[src/rtl/spdif_cs_pkg.sv]
package spdif_cs_pkg;

  // Number of frame positions that carry content in consumer mode.
  localparam int CS_USED = 40;

  typedef struct packed {
    logic       pro;
    logic       nonpcm;
    logic       copy;
    logic [2:0] emph;
    logic [7:0] cat;
    logic [3:0] src;
    logic [1:0] chan_a;
    logic [1:0] chan_b;
    logic [3:0] fs;
    logic [1:0] clkacc;
    logic       maxwl;
    logic [2:0] wl;
  } cs_cfg_t;

  // Assemble the content part of the status block for one subframe.
  function automatic logic [CS_USED-1:0] cs_word(input cs_cfg_t c, input logic second);
    logic [CS_USED-1:0] w;
    w        = '0;
    w[0]     = c.pro;
    w[1]     = c.nonpcm;
    w[2]     = c.copy;
    w[5:3]   = c.emph;
    w[15:8]  = c.cat;
    w[19:16] = c.src;
    w[21:20] = second ? 2'b00 : c.chan_a;
    w[23:22] = second ? c.chan_b : 2'b00;
    w[27:24] = c.fs;
    w[29:28] = c.clkacc;
    w[32]    = c.maxwl;
    w[35:33] = c.wl;
    return w;
  endfunction

endpackage

[src/rtl/cs_frame_ctr.sv]
module cs_frame_ctr #(
  parameter int FRAMES = 192,
  localparam int IDX_W = $clog2(FRAMES)
) (
  input  logic             clk,
  input  logic             rst,
  input  logic             sf_stb,
  input  logic             sf_is_b,
  input  logic             blk_start,
  output logic [IDX_W-1:0] cur_idx,
  output logic             open_blk,
  output logic             last_frm
);
  localparam logic [IDX_W-1:0] LAST = IDX_W'(FRAMES - 1);

  logic [IDX_W-1:0] frm_q;
  logic             restart;

  // Restart only on a first-subframe strobe.
  assign restart  = sf_stb & ~sf_is_b & blk_start;
  assign cur_idx  = restart ? '0 : frm_q;
  assign open_blk = sf_stb & ~sf_is_b & (blk_start | (frm_q == '0));
  assign last_frm = (cur_idx == LAST);

  always_ff @(posedge clk) begin
    if (rst) begin
      frm_q <= '0;
    end else if (sf_stb) begin
      if (!sf_is_b) frm_q <= cur_idx;
      else          frm_q <= (frm_q == LAST) ? '0 : frm_q + 1'b1;
    end
  end

endmodule

[src/rtl/cs_cfg_hold.sv]
module cs_cfg_hold
  import spdif_cs_pkg::*;
(
  input  logic    clk,
  input  logic    rst,
  input  logic    load,
  input  cs_cfg_t cfg_in,
  output cs_cfg_t cfg_eff
);
  cs_cfg_t cfg_q;

  // The opening strobe already uses the live inputs.
  assign cfg_eff = load ? cfg_in : cfg_q;

  always_ff @(posedge clk) begin
    if (rst)       cfg_q <= '0;
    else if (load) cfg_q <= cfg_in;
  end

endmodule

[src/rtl/cs_bit_pick.sv]
module cs_bit_pick
  import spdif_cs_pkg::*;
#(
  parameter int FRAMES = 192,
  localparam int IDX_W = $clog2(FRAMES)
) (
  input  cs_cfg_t          cfg,
  input  logic [IDX_W-1:0] idx,
  input  logic             second,
  output logic             bit_o
);
  logic [CS_USED-1:0] word [2];
  logic [CS_USED-1:0] sel;
  logic [CS_USED-1:0] shifted;

  for (genvar s = 0; s < 2; s++) begin : g_sub
    assign word[s] = cs_word(cfg, s[0]);
  end

  assign sel     = second ? word[1] : word[0];
  assign shifted = sel >> idx;
  assign bit_o   = (idx < IDX_W'(CS_USED)) ? shifted[0] : 1'b0;

endmodule

[src/rtl/spdif_cstat_serializer.sv]
module spdif_cstat_serializer
  import spdif_cs_pkg::*;
#(
  parameter int FRAMES = 192,
  localparam int IDX_W = $clog2(FRAMES)
) (
  input  logic             clk,
  input  logic             rst,
  input  logic             sf_stb,
  input  logic             sf_is_b,
  input  logic             blk_start,
  input  logic             cfg_pro,
  input  logic             cfg_nonpcm,
  input  logic             cfg_copy,
  input  logic [2:0]       cfg_emph,
  input  logic [7:0]       cfg_cat,
  input  logic [3:0]       cfg_src,
  input  logic [1:0]       cfg_chan_a,
  input  logic [1:0]       cfg_chan_b,
  input  logic [3:0]       cfg_fs,
  input  logic [1:0]       cfg_clkacc,
  input  logic             cfg_maxwl,
  input  logic [2:0]       cfg_wl,
  output logic             cs_valid,
  output logic             cs_bit,
  output logic             cs_sub,
  output logic [IDX_W-1:0] cs_idx,
  output logic             blk_done
);
  cs_cfg_t          cfg_live;
  cs_cfg_t          cfg_eff;
  logic [IDX_W-1:0] cur_idx;
  logic             open_blk;
  logic             last_frm;
  logic             pick;

  assign cfg_live.pro    = cfg_pro;
  assign cfg_live.nonpcm = cfg_nonpcm;
  assign cfg_live.copy   = cfg_copy;
  assign cfg_live.emph   = cfg_emph;
  assign cfg_live.cat    = cfg_cat;
  assign cfg_live.src    = cfg_src;
  assign cfg_live.chan_a = cfg_chan_a;
  assign cfg_live.chan_b = cfg_chan_b;
  assign cfg_live.fs     = cfg_fs;
  assign cfg_live.clkacc = cfg_clkacc;
  assign cfg_live.maxwl  = cfg_maxwl;
  assign cfg_live.wl     = cfg_wl;

  cs_frame_ctr #(.FRAMES(FRAMES)) u_ctr (
    .clk       (clk),
    .rst       (rst),
    .sf_stb    (sf_stb),
    .sf_is_b   (sf_is_b),
    .blk_start (blk_start),
    .cur_idx   (cur_idx),
    .open_blk  (open_blk),
    .last_frm  (last_frm)
  );

  cs_cfg_hold u_hold (
    .clk     (clk),
    .rst     (rst),
    .load    (open_blk),
    .cfg_in  (cfg_live),
    .cfg_eff (cfg_eff)
  );

  cs_bit_pick #(.FRAMES(FRAMES)) u_pick (
    .cfg    (cfg_eff),
    .idx    (cur_idx),
    .second (sf_is_b),
    .bit_o  (pick)
  );

  always_ff @(posedge clk) begin
    if (rst) begin
      cs_valid <= 1'b0;
      cs_bit   <= 1'b0;
      cs_sub   <= 1'b0;
      cs_idx   <= '0;
      blk_done <= 1'b0;
    end else begin
      cs_valid <= sf_stb;
      blk_done <= sf_stb & sf_is_b & last_frm;
      if (sf_stb) begin
        cs_bit <= pick;
        cs_sub <= sf_is_b;
        cs_idx <= cur_idx;
      end
    end
  end

endmodule

[config.mk]
export PLATFORM = sky130hd
export DESIGN_NAME = spdif_cstat_serializer
export DESIGN_NICKNAME = d
export VERILOG_FILES = /design/src/rtl/spdif_cs_pkg.sv /design/src/rtl/cs_frame_ctr.sv /design/src/rtl/cs_cfg_hold.sv /design/src/rtl/cs_bit_pick.sv /design/src/rtl/spdif_cstat_serializer.sv
export SDC_FILE = /design/constraint.sdc
export NUM_CORES = 1
export LEC_CHECK = 0
export BUFFER_PORTS_ARGS = -buffer_cell sky130_fd_sc_hd__buf_4
export CAP_MARGIN = 5
export CELL_PAD_IN_SITES_DETAIL_PLACEMENT = 0
export CELL_PAD_IN_SITES_GLOBAL_PLACEMENT = 1
export CORE_UTILIZATION = 39
export DETAILED_ROUTE_END_ITERATION = 10
export GPL_ROUTABILITY_DRIVEN = 1
export GPL_TIMING_DRIVEN = 0
export PLACE_DENSITY_LB_ADDON = 0.1
export SETUP_SLACK_MARGIN = 0.2
export SYNTH_ARGS = -nofsm -noshare
export SYNTH_HDL_FRONTEND = slang
export SYNTH_HIERARCHICAL = 1
export SYNTH_SLANG_ARGS = --single-unit
[constraint.sdc]
create_clock -name clk -period 2.8 [get_ports clk]
set_input_delay 0.56 -clock clk [delete_from_list [all_inputs] [get_ports clk]]
set_output_delay 0.56 -clock clk [all_outputs]
set_load 0.005 [all_outputs]
; Word-level counts from Yosys, hierarchy flattened
; Index checks and enable logic that the tools add are counted.
[word_totals]
ff_bits = 52
input_bits = 37
out_inout_bits = 12
elab_cells = 37
[classes]
n_addsub = 1
magnitude_cmp = 1
eq_ne = 2
shift = 1
muxes = 6
n_bitwise = 7
n_reduce_logical = 1
[op_table]
columns = operator, n
row1 = right shift 36 x 8 -> 1 bit, 1
row2 = 2-to-1 mux 32 bit, 1
row3 = 2-to-1 mux 24 bit, 1
row4 = 2-to-1 mux 8 bit, 3
row5 = "equality test 8 bit, second input constant", 2
row6 = "adder 8 x 1 -> 8 bit, second input constant", 1
row7 = zero test 8 bit, 1
row8 = "< comparator 8 x 6 -> 1 bit, second input constant", 1
row9 = bitwise AND 1 bit, 5
row10 = 2-to-1 mux 1 bit, 1
row11 = inverter 1 bit, 1
row12 = OR 1 bit, 1

; Logic depth before layout (Yosys ltp)
[logic_depth]
word_depth = 7
depth_mapped = 13
depth_no_buf = 11

; Modules after synthesis
; The synthesis kept the hierarchy.
[by_module_without_submodules]
columns = module, n_inst, cells_per_inst, area_per_inst_um2, seq_area_each_um2
row1 = cs_cfg_hold, 1, 103, 1370.1, 640.6
row2 = cs_frame_ctr, 1, 75, 561.8, 160.2
row3 = spdif_cstat_serializer, 1, 37, 421.7, 240.2
row4 = cs_bit_pick, 1, 36, 357.8, 0.0

; Worst setup path after synthesis
; No wires, ideal clock.
[synth_path]
path_kind = flip-flop to flip-flop
startpoint = register u_ctr.frm_q[4]
endpoint = register cs_bit
setup_ps = 117
arrival_time_ps = 2562
t_required_ps = 2683
slack_ps = 121
stages_incl_launch_ff = 14
path_buffers = 3
synth_period_minus_slack_ps = 2679
path_cell_list = dfxtp_1 buf_4 nor4_1 a31oi_1 nor2_1 buf_6 buf_6 mux2_4 mux4_1 nor4b_1 a211o_1 o31ai_2 mux2i_1 nor2_1
[synth_rtl]
columns = item, line
row1 = "start, declared", cs_frame_ctr.sv:16  ; logic [IDX_W-1:0] frm_q;
row2 = "start signal, assigned", cs_frame_ctr.sv:29  ; if (!sf_is_b) frm_q <= cur_idx;
row3 = "start signal, assigned", cs_frame_ctr.sv:30  ; else frm_q <= (frm_q == LAST) ? '0 : frm_q + 1'b1;
row4 = "end signal, assigned", spdif_cstat_serializer.sv:87  ; cs_bit <= pick;
row5 = "end, declared", spdif_cstat_serializer.sv:25  ; output logic cs_bit,

==> parameters.txt <==
Parameter                              Value

Routing
  Via-to-Cell Ratio ... 5.13
  Count of unresolved DRC violations after routing ... 0
  Starting DRT DRC Count ... 55
  Detailed Routing Iterations Pass 1 ... 4
  Overall via count from detail_route ... 1999
  Total routed wirelength ... 6.01 mm
  Wirelength per Cell ... 15.4 um
  Number of routed nets with antenna violations ... 0

Power and ir drop
  Power density relative to cell area ... 446 nW/um2
  VDD IR-drop max ... a little under 200 uV
  Static leakage power ... 1.40 nW
  Clk pwr share ... 0.312
  Switch share ... 0.238
  Internal power component ... between 1 and 1.5 mW
  Net switching power figure ... around 0.35 mW
  Reg power frac ... 0.519
  Post-layout power ... 1.49 mW
  Relative contribution of combinational cells to total power ... 0.169

STA
  Final period utilization ... 0.962
  Clock tree skew after final layout ... 0.00577 ns
  Remaining max-slew budget at the tightest pin ... 0.657
  Worst-margin pin slew ... just over 0.5 ns
  Fin. max-slew vios ... 0
  Timing-limited maximum frequency ... 0.371 GHz
  Final count of hold timing violations ... 0
  Shortest period the worst path allows ... 2.69 ns
  Setup Total Neg Slack ... 0 ns
  # setup viols final ... 0
  RSZ-0062 raised after global routing ... yes

Final layout
  Proportion of layout cells with a drive suffix above 1 ... 0.390
  Layout area overhead ... 23.4%
  # diodes ... 0
  Final net count ... between 300 and 400

Synth
  Cell taking the most area after synthesis ... sky130_fd_sc_hd__dfxtp_1
  Count of distinct cell types in the synthesized netlist ... 47
  Number of flops mapped to enable cells by yosys ... 0
  Share of the yosys chip area belonging to registers ... 0.384
  Average instance area after synthesis ... about 11 um2
  Cell types with the largest area share after synthesis ... sky130_fd_sc_hd__dfxtp_1 38%, sky130_fd_sc_hd__mux2_4 17%, sky130_fd_sc_hd__nor2b_1 7.6%
  Post-synthesis async set-or-reset flop share ... 0
  Total of flip-flops plus latches after synthesis ... 52
  Yosys warns ... 6
  Top flip-flop cell by instance count after synthesis ... sky130_fd_sc_hd__dfxtp_1
  Number of cells produced by synthesis ... around 250
  Proportion of netlist area held by the largest area contributor ... 0.384
  Summed instance area of the synthesized netlist ... between 2000 and 3000 um2
  Syn_nets ... 290

Placed design
  Final weighted congestion in routability-driven placement ... about 0.75
  Count of port buffers added during placement ... 47
  Hpwl dp ... 4.18 mm

Global routing
  GR Overflow Total ... 0
  Number of global-route vias before repair ... 1928
  Global-route wire length before repair ... around 9.9 mm
  Overall track demand over capacity in global routing ... 0.177
  Largest net degree at the start of global routing ... 17
  Number of antenna violations at the first check in global routing ... 0

Min path
  Type of the tightest min-delay check ... reg2reg
  Cells on Worst Hold Path ... 2

Die
  Number of placement rows ... 30
  Total core area ... 6760 um2
  Total Die Area ... 7290 um2
  Height of the die ... roughly 85 um
  Top-Level Pins ... 49
  Die Wd ... 85.4 um
  Starting utilization of the core area ... 0.401

Run
  Max-capacitance violation count ... 0

Setup path
  Kind of critical path ... reg2reg
  Arrival time at the worst endpoint ... 2.95 ns
  Startpoint type of the worst setup path ... flop
  R2R cell count ... 15
  Crit end category ... flop
  Maximum fanout along the worst path ... 7
  Worst Path Required ... approximately 3.1 ns

CTS
  TritonCTS clock tree ... built
  Quantity of hold-fixing buffers added after cts ... 0
  CTS buffer count ... 5
  Clock input transition at the sequential cells of the worst setup and hold paths ... 0.09 ns
  Number of buffers between clock root and the deepest sink ... 2
  Clock H-tree levels ... 2
  Total clock sinks ... 52
  Buffer type at the clock tree root ... sky130_fd_sc_hd__clkbuf_8
  Clock latency of the later-clocked register in the worst-skew pair ... around 0.31 ns

Outcome
  Status ... finished, final reports clean
[logic make-up (layout without fill, tap and decap cells)]
| logic type | count (synthesis) | in the layout | synth area share |
|---|---|---|---|
| compound gates | 31 | 31 | 0.0771 |
| fa+ha+maj | 2 | 2 | 0.00923 |
| buf+inv | 20 | 79 | 0.0494 |
| flops | 52 | 52 | 0.384 |
| mux | 53 | 53 | 0.276 |
| simple gates | 93 | 93 | 0.204 |
[power by group through the flow]
stage | Combinational (mW) | Sequential [mW] | Clock (mW)
2_1_floorplan | 0.165 | 0.791 | 0
3_3_place_gp | 0.246 | 0.792 | 0
3_5_place_dp | 0.246 | 0.793 | 0
4_1_cts | 0.255 | 0.775 | 0.481
5_1_grt | 0.276 | 0.778 | 0.514
6_report | 0.252 | 0.775 | 0.466
[cells in the mapped netlist, types with 2 or more instances]
cell type,instances
sky130_fd_sc_hd__dfxtp_1,52
sky130_fd_sc_hd__nor2b_1,33
sky130_fd_sc_hd__mux2_4,30
sky130_fd_sc_hd__nor2_1,19
sky130_fd_sc_hd__mux2i_1,16
sky130_fd_sc_hd__a21oi_1,9
sky130_fd_sc_hd__nand2_1,8
sky130_fd_sc_hd__buf_6,6
sky130_fd_sc_hd__a31oi_1,5
sky130_fd_sc_hd__inv_1,5
sky130_fd_sc_hd__and2_1,4
sky130_fd_sc_hd__clkbuf_1,4
sky130_fd_sc_hd__mux4_1,4
sky130_fd_sc_hd__nand2b_1,4
sky130_fd_sc_hd__nor4_1,4
sky130_fd_sc_hd__o21ai_0,4
sky130_fd_sc_hd__buf_4,3
sky130_fd_sc_hd__mux2_2,3
sky130_fd_sc_hd__nand3b_1,3
sky130_fd_sc_hd__o211ai_1,3
sky130_fd_sc_hd__buf_2,2
sky130_fd_sc_hd__ha_1,2
sky130_fd_sc_hd__nand3_1,2
sky130_fd_sc_hd__nor3_1,2
sky130_fd_sc_hd__or3_1,2
[worst paths after layout]
kind	start	end	slack, ns
worst min-delay path	cs_sub$_SDFFE_PP0P_	cs_sub$_SDFFE_PP0P_	0.48
worst max register to register	u_ctr/frm_q[0]$_SDFFE_PP0P_	cs_bit$_SDFFE_PP0P_	0.11
worst min register to register	cs_sub$_SDFFE_PP0P_	cs_sub$_SDFFE_PP0P_	0.48
worst max-delay path	u_ctr/frm_q[0]$_SDFFE_PP0P_	cs_bit$_SDFFE_PP0P_	0.11
[repair_timing]
action | in CTS | in global routing
setup endpoints to repair | 1 | 1
setup buffers | 5 | 0
pin swaps | 7 | 4
resized for setup | 8 | 4
[flip-flops by register name, summed over array words and instances (netlist names)]
signal and cells:
u_ctr/frm_q 8, cs_valid 1, cs_sub 1, u_hold/cfg_q 32
blk_done 1, cs_bit 1, cs_idx 8
[critical path, cell delays in order (launching register included)]
cell and delay [ns]:
sky130_fd_sc_hd__dfxtp_4 0.37, sky130_fd_sc_hd__inv_1 0.06, sky130_fd_sc_hd__ha_1 0.20, sky130_fd_sc_hd__a31oi_1 0.16, sky130_fd_sc_hd__nor2_1 0.08, sky130_fd_sc_hd__buf_6 0.13
sky130_fd_sc_hd__buf_12 0.13, sky130_fd_sc_hd__buf_4 0.14, sky130_fd_sc_hd__buf_4 0.14, sky130_fd_sc_hd__mux2_4 0.19, sky130_fd_sc_hd__mux2i_1 0.05, sky130_fd_sc_hd__or3_1 0.31
sky130_fd_sc_hd__a211o_1 0.29, sky130_fd_sc_hd__o31ai_2 0.18, sky130_fd_sc_hd__mux2i_1 0.10, sky130_fd_sc_hd__nor2_1 0.10
[cell type report]
type                       instances  area (um2)
timing repair buffer              52         390
tap                               80         100
clock buffer                       7        96.3
inverter                           5        18.8
fill                             644        3410
multi-input combinational        179        1560
sequential                        52        1050
buffer                            15         128
[routing by layer]
metal | share of wire | routed length (um) | up-vias | global-route usage
met3 | 0.029 | 174 | 8 | 0.0263
met2 | 0.47 | 2810 | 34 | 0.285
met4 | 0.013 | 78 | 0 | 0.0636
met5 | 0 | 0 | - | 0
li1 | - | - | 1006 | -
met1 | 0.49 | 2950 | 951 | 0.243
[metrics by stage]
step | setup slack (ns) | instances | util | hold slack, ns | area [um2]
finish | 0.105 | 390 | 0.495 | 0.478 | 3340
floorplan | 0.193 | 251 | - | 0.466 | 2720
detailed placement | -0.262 | 378 | 0.470 | 0.462 | 3180
global placement | -0.272 | 378 | 0.470 | 0.462 | 3180
global route | -0.0762 | 390 | 0.495 | 0.517 | 3340
CTS | 0.0583 | 390 | 0.492 | 0.478 | 3320
[cells in the final DEF, fill, tap and decap left out, drive strengths merged, types with 2 or more instances in the layout]
master	instances
o211ai	3
nand2b	4
or3	2
inv	5
nor2b	34
buf	63
o31ai	2
and2	4
a31oi	5
o21ai	4
nand2	9
nand3b	3
mux4	4
nor4	4
nor3	2
dfxtp	52
clkbuf	11
a21oi	9
ha	2
and4	2
nand3	3
mux2	33
mux2i	16
nor2	19
Note: power is estimated with default switching activity, not from simulation.
